==> src/rtl/triple_dac_pkg.sv <==
package triple_dac_pkg;
  localparam int NUM_CH = 3;
  localparam logic [1:0] ST_DRIVE = 2'd0;
  localparam logic [1:0] ST_HIZ   = 2'd1;
  localparam logic [1:0] ST_ZERO  = 2'd2;
endpackage

==> src/rtl/tdac_sync.sv <==
module tdac_sync #(
  parameter int WIDTH = 3,
  parameter int STAGES = 2,
  parameter logic [WIDTH-1:0] RST_VAL = '0
) (
  input  logic             clk,
  input  logic             rst,
  input  logic [WIDTH-1:0] d,
  output logic [WIDTH-1:0] q
);
  logic [WIDTH-1:0] pipe [STAGES];

  always_ff @(posedge clk) begin
    if (rst) begin
      for (int i = 0; i < STAGES; i++) pipe[i] <= RST_VAL;
    end else begin
      pipe[0] <= d;
      for (int i = 1; i < STAGES; i++) pipe[i] <= pipe[i-1];
    end
  end

  assign q = pipe[STAGES-1];
endmodule

==> src/rtl/tdac_shifter.sv <==
module tdac_shifter #(
  parameter int WORD_W = 16
) (
  input  logic              clk,
  input  logic              rst,
  input  logic              cs_n_s,
  input  logic              sclk_s,
  input  logic              sdin_s,
  output logic              word_stb,
  output logic [WORD_W-2:0] word_q
);
  localparam int KEEP_W  = WORD_W - 1;
  localparam int CNT_W   = $clog2(WORD_W + 2);
  localparam logic [CNT_W-1:0] CNT_FULL = CNT_W'(WORD_W);
  localparam logic [CNT_W-1:0] CNT_MAX  = CNT_W'(WORD_W + 1);

  logic [KEEP_W-1:0] sr;
  logic [CNT_W-1:0]  cnt;
  logic              sclk_d, cs_d;
  logic              sclk_rise, cs_rise;

  assign sclk_rise = sclk_s & ~sclk_d;
  assign cs_rise   = cs_n_s & ~cs_d;

  always_ff @(posedge clk) begin
    if (rst) begin
      sr       <= '0;
      cnt      <= '0;
      sclk_d   <= 1'b0;
      cs_d     <= 1'b1;
      word_stb <= 1'b0;
    end else begin
      sclk_d   <= sclk_s;
      cs_d     <= cs_n_s;
      word_stb <= cs_rise && (cnt == CNT_FULL);
      if (cs_n_s) begin
        cnt <= '0;
      end else if (sclk_rise) begin
        sr <= {sr[KEEP_W-2:0], sdin_s};
        if (cnt != CNT_MAX) cnt <= cnt + 1'b1;
      end
    end
  end

  assign word_q = sr;

  // a released select holds the bit counter at zero
  a_r8_count_idle: assert property (@(posedge clk) disable iff (rst)
    cs_n_s |=> (cnt == '0));

  // a decode strobe is only seen with the select released
  a_r10_strobe_released: assert property (@(posedge clk) disable iff (rst)
    word_stb |-> cs_n_s);

  // while deselected the shift register does not move
  a_r8_sr_frozen: assert property (@(posedge clk) disable iff (rst)
    (cs_n_s && cs_d) |=> $stable(sr));
endmodule

==> src/rtl/tdac_channel.sv <==
module tdac_channel
  import triple_dac_pkg::*;
#(
  parameter int DATA_W = 8,
  parameter logic [DATA_W-1:0] RESET_CODE = '1,
  parameter bit OFF_ZERO = 1'b0
) (
  input  logic              clk,
  input  logic              rst,
  input  logic              upd,
  input  logic              load,
  input  logic              shdn,
  input  logic [DATA_W-1:0] data,
  output logic [DATA_W-1:0] code_o,
  output logic [1:0]        state_o
);
  logic [DATA_W-1:0] code_q;
  logic              shdn_q;

  always_ff @(posedge clk) begin
    if (rst) begin
      code_q <= RESET_CODE;
      shdn_q <= 1'b0;
    end else if (upd) begin
      if (load) code_q <= data;
      shdn_q <= shdn;
    end
  end

  generate
    if (OFF_ZERO) begin : g_zero
      always_ff @(posedge clk) begin
        if (rst) begin
          code_o  <= RESET_CODE;
          state_o <= ST_DRIVE;
        end else begin
          code_o  <= shdn_q ? '0 : code_q;
          state_o <= shdn_q ? ST_ZERO : ST_DRIVE;
        end
      end
    end else begin : g_float
      always_ff @(posedge clk) begin
        if (rst) begin
          code_o  <= RESET_CODE;
          state_o <= ST_DRIVE;
        end else begin
          code_o  <= code_q;
          state_o <= shdn_q ? ST_HIZ : ST_DRIVE;
        end
      end
    end
  endgenerate

  // stored code only moves on a load
  a_r2_code_hold: assert property (@(posedge clk) disable iff (rst)
    !(upd && load) |=> $stable(code_q));

  // a shut-down channel never reports driving
  a_r5_off_state: assert property (@(posedge clk) disable iff (rst)
    shdn_q |=> (state_o != ST_DRIVE));
endmodule

==> src/rtl/triple_dac_if.sv <==
module triple_dac_if
  import triple_dac_pkg::*;
#(
  parameter int DATA_W = 8,
  parameter int SYNC_STAGES = 2
) (
  input  logic              clk,
  input  logic              rst,
  input  logic              cs_n,
  input  logic              sclk,
  input  logic              sdin,
  output logic [DATA_W-1:0] code_a,
  output logic [DATA_W-1:0] code_b,
  output logic [DATA_W-1:0] code_c,
  output logic [1:0]        state_a,
  output logic [1:0]        state_b,
  output logic [1:0]        state_c,
  output logic              lout
);
  localparam int WORD_W = DATA_W + 8;
  localparam int LD_LSB = DATA_W;
  localparam int SD_LSB = DATA_W + NUM_CH;
  localparam int LO_BIT = DATA_W + 2 * NUM_CH;

  logic [2:0]        pins_s;
  logic              word_stb;
  logic [WORD_W-2:0] word_q;
  logic [DATA_W-1:0] ch_code  [NUM_CH];
  logic [1:0]        ch_state [NUM_CH];
  logic              lout_q;

  tdac_sync #(.WIDTH(3), .STAGES(SYNC_STAGES), .RST_VAL(3'b100)) u_sync (
    .clk(clk), .rst(rst), .d({cs_n, sclk, sdin}), .q(pins_s)
  );

  tdac_shifter #(.WORD_W(WORD_W)) u_shift (
    .clk(clk), .rst(rst), .cs_n_s(pins_s[2]), .sclk_s(pins_s[1]),
    .sdin_s(pins_s[0]), .word_stb(word_stb), .word_q(word_q)
  );

  generate
    for (genvar i = 0; i < NUM_CH; i++) begin : g_ch
      localparam bit IS_C = (i == NUM_CH - 1);
      tdac_channel #(
        .DATA_W(DATA_W),
        .RESET_CODE(IS_C ? {DATA_W{1'b0}} : {DATA_W{1'b1}}),
        .OFF_ZERO(IS_C)
      ) u_ch (
        .clk(clk), .rst(rst), .upd(word_stb),
        .load(word_q[LD_LSB + i]), .shdn(word_q[SD_LSB + i]),
        .data(word_q[DATA_W-1:0]),
        .code_o(ch_code[i]), .state_o(ch_state[i])
      );
    end
  endgenerate

  always_ff @(posedge clk) begin
    if (rst) lout_q <= 1'b0;
    else if (word_stb) lout_q <= word_q[LO_BIT];
  end

  assign code_a  = ch_code[0];
  assign code_b  = ch_code[1];
  assign code_c  = ch_code[2];
  assign state_a = ch_state[0];
  assign state_b = ch_state[1];
  assign state_c = ch_state[2];
  assign lout    = lout_q;

  // logic output only moves after an accepted word
  a_r7_lout_hold: assert property (@(posedge clk) disable iff (rst)
    !word_stb |=> $stable(lout));

  // defaults visible right after reset
  a_r1_defaults: assert property (@(posedge clk)
    $past(rst) |-> (code_a == '1 && code_b == '1 && code_c == '0 &&
                    state_a == ST_DRIVE && state_b == ST_DRIVE &&
                    state_c == ST_DRIVE && !lout));

  // channel C reads zero whenever it reports forced-zero
  a_r5_c_zero: assert property (@(posedge clk) disable iff (rst)
    (state_c == ST_ZERO) |-> (code_c == '0));
endmodule

==> config.mk <==
export PLATFORM = sky130hd
export DESIGN_NAME = triple_dac_if
export DESIGN_NICKNAME = d
export VERILOG_FILES = /design/src/rtl/triple_dac_pkg.sv /design/src/rtl/tdac_sync.sv /design/src/rtl/tdac_shifter.sv /design/src/rtl/tdac_channel.sv /design/src/rtl/triple_dac_if.sv
export SDC_FILE = /design/constraint.sdc
export NUM_CORES = 1
export LEC_CHECK = 0
export ABC_AREA = 1
export CAP_MARGIN = 15
export CELL_PAD_IN_SITES_DETAIL_PLACEMENT = 2
export CELL_PAD_IN_SITES_GLOBAL_PLACEMENT = 2
export CORE_UTILIZATION = 37
export DETAILED_ROUTE_END_ITERATION = 6
export DONT_BUFFER_PORTS = 1
export GPL_ROUTABILITY_DRIVEN = 0
export PLACE_DENSITY_LB_ADDON = 0.1
export SLEW_MARGIN = 25
export SYNTH_ARGS = -nofsm -noshare
export SYNTH_HDL_FRONTEND = slang
export SYNTH_SLANG_ARGS = --single-unit
==> constraint.sdc <==
create_clock -name clk -period 1.4 [get_ports clk]
set_input_delay 0.28 -clock clk [delete_from_list [all_inputs] [get_ports clk]]
set_output_delay 0.28 -clock clk [all_outputs]
set_load 0.01 [all_outputs]
Word level (Yosys, flattened, before mapping):

Memories as Yosys holds them, arrays and structs flattened.
Index checks and enable logic that the tools add are counted.

* eq/ne operators: 2
* reduce and logical (&&, ||, !) cells: 8
* bitwise logic cells: 7
* muxes and demuxes: 8
* add/subtract/negate cells: 1

Operators with widths (count)
* $reduce_and A2 Y1: 5
* $mux W3: 2
* $add A5 B1 Y5 const B: 1
* $eq A5 B5 Y1 const B: 1
* $mux W1: 5
* $ne A5 B5 Y1 const B: 1
* $reduce_or A2 Y1: 2
* $not A1 Y1: 3
* $and A1 B1 Y1: 2
* $mux W2: 1
* $or A1 B1 Y1: 2
* $logic_and A1 B1 Y1: 1

* RAM bits: 6
* memories kept: 1
* word-level logic and storage cells: 45
* register bits: 81

Memory list
* u_sync.pipe: words 2, bits a word 3, read ports 2, clocked after memory_dff 0, wr ports 2, line tdac_sync.sv:11 `logic [WIDTH-1:0] pipe [STAGES];`

Longest topological paths before layout:

* word-level depth: 3
* gate-level depth with buffers: 9
* depth with buffers taken out: 9

By module:

A second synthesis with hierarchy kept.

* cells, all modules: 358
* area total of the unflattened synthesis: 3027.9 µm²

By module, submodules not included
* tdac_channel (g_ch[0].u_ch ...): times used 2, area each 595.6 µm², cells each 63
* tdac_shifter: times used 1, area each 994.7 µm², cells each 125
* tdac_channel (g_ch[2].u_ch): times used 1, area each 605.6 µm², cells each 78
* tdac_sync: times used 1, area each 191.4 µm², cells each 22
* triple_dac_if: times used 1, area each 45.0 µm², cells each 7

Worst setup path before layout:

Ideal clock, no wire load.

* path type: register -> register
* from: register u_shift.cnt[1]
* to: register u_shift.cnt[3]
* required time: 1.336 ns
* library setup time: 0.064 ns
* path slack: 0.331 ns
* stages on the path, launching flop included: 10
* data arrival time: 1.005 ns
* period minus slack after synthesis: 1.069 ns
* cells stage by stage: dfxtp_1 inv_1 ha_1 nand2_1 inv_1 nand2_1 nand3_1 nand2_1 inv_1 nor2_1

* longest elaborated chain between the ends: 2
* elaborated cells on any way between the ends: 3
* classes of those cells: 1 x add/sub; 1 x eq/ne; 1 x reduce/logical

Ends and longest elaborated chain
* from (decl): line tdac_shifter.sv:18 `logic [CNT_W-1:0] cnt;`
* from (signal assigned): line tdac_shifter.sv:40 `if (cnt != CNT_MAX) cnt <= cnt + 1'b1;`
* parallel branches: the longest is 2 deep, another holds $add A5 B1 Y5

Parallel ways; which one is timed is not known.
A chain may end at the register's enable or synchronous reset.

Worst setup path in the final report:

* from: register u_shift.cnt[0]
* to: register u_shift.cnt[4]

Same word-level chain as after synthesis.

==> run_results.csv <==
group,metric,value,unit
global_route,grt_pass1_vias,2043,
die,num_rows,31,
global_route,grt_overflow,0,
clock_network,cts_tree,"done",
synth,yosys_warnings,0,
synth,synth-adder-area-share,1.330,%
timing,max_clock_freq,0.8205,GHz
detailed_routing,via_per_inst,4.774,
timing,tightest_slew,877.3,ps
power,ir_drop,610.8,uV
worst_setup_path,r2r_setup_slack,180,ps
synth,yosysTopAreaCell,"dfxtp_1",
clock_network,clockBufferDepth,2,
status,status,"completed",
global_route,grt_antenna_before_repair,0,
power,switching_share,21.44,%
detailed_routing,first_pass_iters,3,
place,hpwl,4038,um
final_layout,syn_to_final_growth,10.29,%
worst_setup_path,worstPathRequired,1640,ps
timing,period_minus_slack,1219,ps
final_layout,final_nets,330,
power,combPwrFrac,1.9,%
power,leakagePower,1.203,nW
die,die_w,89.33,um
final_layout,seq_area,1682,um2
timing,setup_viol,0,
die,die_area,7979,um2
synth,synth_cells,320,
detailed_routing,postRouteAntennaNets,0,
timing,hold_viol_final,0,
hold_path,hold_class,"primary input to flip-flop",
worst_setup_path,path_cells,"ha_1 -> nand3_1 -> nor2_1 -> nand3_1 -> nand2_1 -> nor2_1",
detailed_routing,drt_iter0_drc,49,
die,start_util,38.49,%
timing,skew,9.439,ps
global_route,track_usage,16.94,%
synth,synth_compound_area_share,7.894,%
worst_setup_path,reg2reg_from,"u_shift.cnt[0]",
timing,period_share,87.06,%
clock_network,cts-root-buf,"clkbuf_8",
synth,synth_xor_area_share,0,%
worst_setup_path,startpoint,"u_shift.cnt[0]",
power,power_frac_seq,55.1,%
final_layout,antenna_cells,0,
worst_setup_path,crit_family,"simple AND/OR/NAND/NOR gates",
synth,ys_seq_elements,84,
timing,slew_headroom,41.52,%
hold_path,worstHoldStart,"sclk",
hold_path,hold_depth,2,
clock_network,clkTransAtPathRegs,80,ps
clock_network,cts-htree-levels,3,
clock_network,cts_sinks,84,
die,core,7331,um2
worst_setup_path,cp_max_fo,5,
synth,synth_top_family_by_area,"simple AND/OR/NAND/NOR gates",
final_layout,multiInputGateArea,923.4,um2
power,p_clk_share,42.9,%
worst_setup_path,worstPathArrival,1460,ps
die,ios,36,
place,portBuffers,0,
final_layout,drive_gt1_share,13.50,%
power,p_switching,0.9335,mW
synth,synthMuxAreaShare,0,%
worst_setup_path,endpoint_kind,"flip-flop",
timing,rsz0062_at_grt,"false",
detailed_routing,wl,6000,um
worst_setup_path,rr_worst_depth,6,
synth,syn_area_per_cell,8.817,um2
flow_run,cap_violations,0,
synth,synth_simple_gate_area_share,23.10,%
clock_network,clk_latency,350,ps
die,die_h,89.33,um
synth,synth_top_area_share,59.60,%
timing,slew_viol_final,0,
worst_setup_path,cpMaxStageDelayCell,"dfxtp_1",
final_layout,final_util,42.45,%
timing,finalSetupTns,0,ps
synth,synth_area,2821,um2
global_route,grt_max_degree,29,
hold_path,hold_end,"u_sync.pipe[0][1]",
synth,ys_seq_area_share,59.60,%
global_route,grt_pass1_wl,9970,um
synth,synth_cell_types,23,
detailed_routing,vias,2029,
worst_setup_path,cp_num_buf_inv,0,
synth,synth.area.top_cells,"dfxtp_1 (60%), nand2_1 (7.5%), nand3_1 (6.6%), a21oi_1 (5.3%), or2_2 (3.8%)",
clock_network,numCtsBuffers,9,
worst_setup_path,cp-start-kind,"flip-flop",
power,pwr_density_cell,1399,nW/um2
worst_setup_path,r2r_end,"u_shift.cnt[4]",
final_layout,num-fill-cells,810,
detailed_routing,wl_per_cell,14.12,um
worst_setup_path,crit_type,"flip-flop to flip-flop",
power,p_int,3.420,mW
worst_setup_path,slowest_delay,430,ps
detailed_routing,drc,0,
==> cell type report <==
type	count	area share, %
Clock buffer	9	3.981
Tap cell	99	3.981
Multi-Input combinational cell	192	29.67
Timing Repair Buffer	5	1.850
Sequential cell	84	54.04
Clock inverter	6	2.855
Inverter	30	3.619
==> metrics by stage <==
step	std cells	power [mW]	cell area, um2	hold slack (ps)	setup slack, ps
detailed placement	408	2.529	2877	355.6	181.3
global route	425	4.519	3112	14.69	10.58
finish	425	4.353	3112	34.57	181.2
global placement	408	2.527	2877	354.9	231.0
CTS	424	4.426	3099	7.316	57.40
floorplan	322	2.533	2829	373.5	331.2
==> power groups by stage <==
stage          combinational (mW)  clock (mW)  sequential, mW
2_1_floorplan              0.0766           0            2.46
3_3_place_gp               0.0701           0            2.46
3_5_place_dp               0.0714           0            2.46
4_1_cts                    0.0838        1.94            2.40
5_1_grt                    0.0953        2.02            2.40
6_report                   0.0841        1.87            2.40
==> placed cells by master, fill, tap and decap left out <==
cell type and instances:
dfxtp_1 84, nand2_1 56, nand3_1 37, a21oi_1 30, inv_1 26, nor2_1 24
or2_2 17, o21ai_0 11, clkbuf_8 9, nand2_2 4, inv_2 3, ha_1 3
conb_1 3, o21ai_1 2, bufinv_16 2, clkinvlp_4 2, buf_4 2, nor2_4 1
nand4_1 1, nor4_1 1, nand2_4 1, clkinv_1 1, o211ai_1 1, clkinv_2 1
inv_6 1, dlygate4sd3_1 1, dlymetal6s4s_1 1, buf_12 1
==> timing repair <==
| action | in CTS | in global routing |
|---|---|---|
| hold endpoints to repair | 23 | 1 |
| setup buffers | 0 | 0 |
| hold buffers | 1 | 1 |
| setup endpoints to repair | 0 | 1 |
| gates resized for setup | 0 | 1 |
==> worst max-delay path by stage <==
| stage | endpoint | slack [ps] | depth (start not counted) |
|---|---|---|---|
| finish | u_shift.cnt[4] | 180 | 6 |
| global route | u_shift.cnt[3] | 10 | 9 |
| CTS | u_shift.word_q[9] | 60 | 2 |
| detailed placement | u_shift.cnt[1] | 180 | 8 |
| global placement | u_shift.cnt[4] | 230 | 6 |
| floorplan | u_shift.cnt[3] | 330 | 9 |
==> registers in the layout (all words and copies together), names as in the netlist, 3 cells and up <==
name               cells
g_ch.u_ch.code_o      24
g_ch.u_ch.code_q      24
g_ch.u_ch.shdn_q       3
g_ch.u_ch.state_o      3
u_shift.cnt            5
u_shift.word_q        15
u_sync.pipe            6
==> worst register-to-register path, delay by kind of cell, from the launching register on <==
family	cells	cell delay [ps]
fa+ha+maj	1	220
simple gates	5	480
flops	1	430
==> per-layer routing <==
metal,wire (um),global-route usage [%],vias up,part of all wire [%]
li1,-,-,1008,-
met1,2803,20.41,982,47
met2,2938,28.73,30,49
met3,159,4.709,9,2.7
met4,98,6.494,0,1.6
met5,0,0,-,0
==> cell usage after synthesis <==
library cell / number
dfxtp_1: 84
nand2_1: 56
nand3_1: 37
a21oi_1: 30
inv_1: 26
nor2_1: 24
or2_2: 17
o21ai_0: 11
buf_2: 5
buf_4: 4
buf_6: 4
nand2_2: 4
clkbuf_1: 3
ha_1: 3
inv_2: 3
o21ai_1: 2
clkinv_1: 1
conb_1: 1
nand2_4: 1
nand4_1: 1
nor2_4: 1
nor4_1: 1
o211ai_1: 1
==> logic make-up (layout without fill, tap and decap cells) <==
| family | after synthesis | in the layout |
|---|---|---|
| AND/OR/NAND/NOR | 142 | 142 |
| flip-flops | 84 | 84 |
| buffers and inverters | 46 | 50 |
| AO/OA/AOI/OAI | 44 | 44 |
| adder cells (fa/ha/maj) | 3 | 3 |
| other | 1 | 3 |
Note: power is estimated with default switching activity, not from simulation.
